`config.mk`:
```
export PLATFORM = sky130hd
export DESIGN_NAME = dbg_run_ctrl
export DESIGN_NICKNAME = d
export VERILOG_FILES = /design/src/rtl/dbg_run_ctrl.sv
export SDC_FILE = /design/constraint.sdc
export NUM_CORES = 1
export LEC_CHECK = 0
export ABC_AREA = 1
export BUFFER_PORTS_ARGS = -buffer_cell sky130_fd_sc_hd__buf_2
export CORE_MARGIN = 2
export CORE_UTILIZATION = 25
export DETAILED_ROUTE_END_ITERATION = 8
export GPL_ROUTABILITY_DRIVEN = 0
export GPL_TIMING_DRIVEN = 0
export PLACE_DENSITY = 0.75
export SLEW_MARGIN = 20
export SYNTH_ARGS = -nofsm -noshare
export SYNTH_HDL_FRONTEND = slang
export SYNTH_SLANG_ARGS = --single-unit
export TNS_END_PERCENT = 20
```
`constraint.sdc`:
```
create_clock -name clk -period 0.8 [get_ports clk]
set_input_delay 0.08 -clock clk [delete_from_list [all_inputs] [get_ports clk]]
set_output_delay 0.08 -clock clk [all_outputs]
set_load 0.02 [all_outputs]
```
`src/rtl/dbg_run_ctrl.sv`:
```
module dbg_run_ctrl #(
  parameter int DATA_W  = 32,
  parameter int HALT_B  = 0,
  parameter int RSTRT_B = 1,
  parameter int CEXC_B  = 2,
  parameter int CADV_B  = 3,
  parameter int ABN_B   = 4
) (
  input  logic              clk,
  input  logic              rst_n,
  input  logic              wr_en,
  input  logic [DATA_W-1:0] wr_data,
  output logic [DATA_W-1:0] rd_data,
  input  logic              in_debug,
  input  logic              dbg_en,
  input  logic              entry_ack,
  input  logic              exit_ack,
  output logic              halt_req,
  output logic              restart_req,
  output logic              abandon_req,
  output logic              clr_sticky_exc,
  output logic              clr_sticky_adv,
  output logic              stat_halted,
  output logic              stat_restarted
);

  logic halt_set, rstrt_set, abn_set;

  assign rd_data   = '0;
  assign halt_set  = wr_en && wr_data[HALT_B]  && !in_debug;
  assign rstrt_set = wr_en && wr_data[RSTRT_B] &&  in_debug;
  assign abn_set   = wr_en && wr_data[ABN_B]   &&  dbg_en;

  always_ff @(posedge clk) begin
    if (!rst_n) begin
      halt_req       <= 1'b0;
      restart_req    <= 1'b0;
      abandon_req    <= 1'b0;
      clr_sticky_exc <= 1'b0;
      clr_sticky_adv <= 1'b0;
      stat_halted    <= 1'b0;
      stat_restarted <= 1'b0;
    end else begin
      halt_req       <= !entry_ack && (halt_req || halt_set);
      restart_req    <= !exit_ack && (restart_req || rstrt_set);
      abandon_req    <= !entry_ack && (abandon_req || abn_set);
      clr_sticky_exc <= wr_en && wr_data[CEXC_B];
      clr_sticky_adv <= wr_en && wr_data[CADV_B];
      stat_halted    <= in_debug;
      if (rstrt_set)     stat_restarted <= 1'b0;
      else if (exit_ack) stat_restarted <= 1'b1;
    end
  end

  AST_HALT_HELD: assert property (@(posedge clk) disable iff (!rst_n)
    halt_req && !entry_ack |=> halt_req);
  AST_HALT_ACKED: assert property (@(posedge clk) disable iff (!rst_n)
    entry_ack |=> !halt_req && !abandon_req);
  AST_HALT_IGNORED: assert property (@(posedge clk) disable iff (!rst_n)
    in_debug && !halt_req |=> !halt_req);
  AST_RSTRT_HELD: assert property (@(posedge clk) disable iff (!rst_n)
    restart_req && !exit_ack |=> restart_req);
  AST_RSTRT_IGNORED: assert property (@(posedge clk) disable iff (!rst_n)
    !in_debug && !restart_req |=> !restart_req);
  AST_CEXC_ONLY_ON_WRITE: assert property (@(posedge clk) disable iff (!rst_n)
    !(wr_en && wr_data[CEXC_B]) |=> !clr_sticky_exc);
  AST_CADV_ONLY_ON_WRITE: assert property (@(posedge clk) disable iff (!rst_n)
    !(wr_en && wr_data[CADV_B]) |=> !clr_sticky_adv);
  AST_ABN_IGNORED: assert property (@(posedge clk) disable iff (!rst_n)
    !dbg_en && !abandon_req |=> !abandon_req);
  AST_RESTARTED_SET: assert property (@(posedge clk) disable iff (!rst_n)
    exit_ack && !(wr_en && wr_data[RSTRT_B]) |=> stat_restarted);
  AST_ONE_DIRECTION: assert property (@(posedge clk) disable iff (!rst_n)
    wr_en && wr_data[HALT_B] && wr_data[RSTRT_B] && !halt_req && !restart_req
    && !entry_ack && !exit_ack |=> $countones({halt_req, restart_req}) == 1);

endmodule

```
==> qor.txt <==
status - completed
DRC viols - 0
post-synth top area share - 49.36%
PnR worst setup slack - 0.02976 ns
GR Layer Usage met1 - 6.951%
Crit Path Class - flip-flop to primary output
total power - 1.058 mW
pin count of the biggest net entering global routing - 6
Avg Inst Size Synth - 7.605 µm²
Synth area leader - buf_4
RSZ-0062 raised after global routing - true
Reg power frac - 35.2%
met2 Use GR - 17.87%
Final Max Tran Viols - 0
Post-Place Cells - 138
ordered list of cells on the worst path - buf_6
buffers and inverters on the worst path - 1
Initial Util - 27.30%
post-layout min period - 0.7702 ns
clock network power share - 30.4%
peak supply drop - 487.9 µV
Vias/cell - 2.915
met3 Use GR - 2.963%
Num CTS Buffers - 3
first-pass detailed-route iteration total - 4
first-pass GRT wire length - 1.366 mm
crit path max fanout - 2
DP Worst Slack - 0.2220 ns
I/O pin cnt - 78
synth top area cells - buf_4, dfxtp_1, inv_1
die area - 2316 µm²
number of global-route vias before repair - 351
CTS tree - yes
Yosys cell types - 9
setup TNS - 0 ns
leak pwr - 0.4985 nW
Final #Nets - 157
Hold Crit Class - primary input to flip-flop
Crit. End Element - primary output
crit path launch type - flip-flop
Gate Count Post-Synth - 64
core footprint - 1783 µm²
cts hold-fix bufs - 0
Comb pwr share - 34.4%
H-tree Lvls - 1
Ant. Diodes - 0
number of synthesized register bits - 7
fin crit share - 96.28%
crit-path leading delay family - flip-flops
Worst EP arrival - 0.69 ns
die height - 48.13 µm
insertion delay to the later sink of the worst-skew pair - 0.24 ns
initial antenna violation count - 0
Die Span X - 48.13 µm
remaining global-route overflow - 0
share of cells above drive strength 1 - 50.43%
clk buf depth - 2
Detailed Route WL - 952 µm
MaxCap Viol Count - 0
Routed wire per std cell - 6.704 µm
Final ANT Viol Nets - 0
max incr delay on CP - 0.33 ns
P_int - 712.0 µW
GRT Util Overall - 8.511%
PwrDens - 1333 nW/µm²
crit path max-delay cell type - dfxtp_2
highest clock rate - 1298 MHz
dpl hpwl - 882.1 µm
Yosys warnings - 0
busiest grt layer - met2
vias after detailed routing - 414
Setup violations, final - 0
Layout area overhead - 62.98%
synthesized cell area - 486.7 µm²
Worst Skew - 0 ns
# rows - 15
Hold Vio Cnt, Final - 0
Iteration-0 DRC Markers - 3
switching part of the total - 32.69%
fill count - 186
P_sw - 345.7 µW
clk sink count - 7
IO Port Bufs - 18
sequential fraction of the synthesis area - 28.79%
Post-Layout Cell Count - 142
WHS - 0.05331 ns
CTS clk-pin slew, worst paths - 0.06 ns
Critical Path RT - 0.72 ns
Root Driver - clkbuf_4
==> stage by stage <==
stage | utilization, % | cell area (µm²)
2_1_floorplan | - | 603.1
3_3_place_gp | 40.63 | 724.4
3_5_place_dp | 40.63 | 724.4
4_1_cts | 43.44 | 774.5
5_1_grt | 44.49 | 793.3
6_report | 44.49 | 793.3
==> Yosys cell counts <==
master / number
nand3_2: 1
buf_4: 32
nor2_1: 4
nand2_1: 6
nand3_1: 2
conb_1: 1
dfxtp_1: 7
a21oi_1: 3
inv_1: 8
==> worst paths after layout <==
check	start	to	slack (ns)	cells past startpoint
setup / recovery	halt_req	halt_req	0.03	1
hold / removal	wr_data[3]	clr_sticky_adv	0.05	3
setup reg to reg	restart_req	restart_req	0.21	2
hold reg to reg	abandon_req	abandon_req	0.46	2
==> registers in the layout (all words and copies together), names as in the netlist <==
name / cells
abandon_req: 1
clr_sticky_adv: 1
clr_sticky_exc: 1
halt_req: 1
restart_req: 1
stat_halted: 1
stat_restarted: 1
==> placed cells by master, fill, tap and decap left out <==
| master | n |
|---|---|
| buf_6 | 5 |
| inv_1 | 8 |
| nor2_1 | 4 |
| nand3_2 | 1 |
| nand2_1 | 6 |
| dfxtp_2 | 5 |
| buf_2 | 11 |
| conb_1 | 32 |
| a21oi_1 | 3 |
| clkbuf_1 | 1 |
| dfxtp_1 | 2 |
| nand3_1 | 2 |
| buf_4 | 34 |
| clkbuf_4 | 3 |
==> timing repair <==
action,in CTS,in global routing
setup endpoints to repair,4,5
buffers inserted,0,0
resized for setup,9,8
==> power by group through the flow <==
stage | logic (mW) | clock network (mW) | registers (mW)
3_5_place_dp | 0.343 | 0 | 0.375
5_1_grt | 0.394 | 0.360 | 0.373
3_3_place_gp | 0.340 | 0 | 0.375
2_1_floorplan | 0.273 | 0 | 0.393
6_report | 0.364 | 0.322 | 0.372
4_1_cts | 0.351 | 0.333 | 0.370
==> layer usage <==
metal  routed length [µm]  vias to the layer above
li1                     -                      230
met1                  252                      160
met2                  587                       24
met3                  113                        0
met4                    0                        0
met5                    0                        -
==> final cells by class <==
cell class / instances / area [µm²] / area share, %
inverter: 8 / 30.03 / 3.785
multi-input combinational: 48 / 192.7 / 24.29
buffer: 32 / 240.2 / 30.28
clock buffer: 4 / 26.28 / 3.312
sequential: 7 / 146.4 / 18.45
timing repair buffer: 18 / 126.4 / 15.93
tap: 25 / 31.28 / 3.943
==> cell families (layout without fill, tap and decap cells) <==
| logic type | after synthesis | after routing | share of synthesized area, % |
|---|---|---|---|
| simple gates | 13 | 13 | 11.82 |
| flops | 7 | 7 | 28.79 |
| buf+inv | 40 | 62 | 55.53 |
| compound gates | 3 | 3 | 3.084 |
| other cells | 1 | 32 | 0.7705 |
Note: power is estimated with default switching activity, not from simulation.
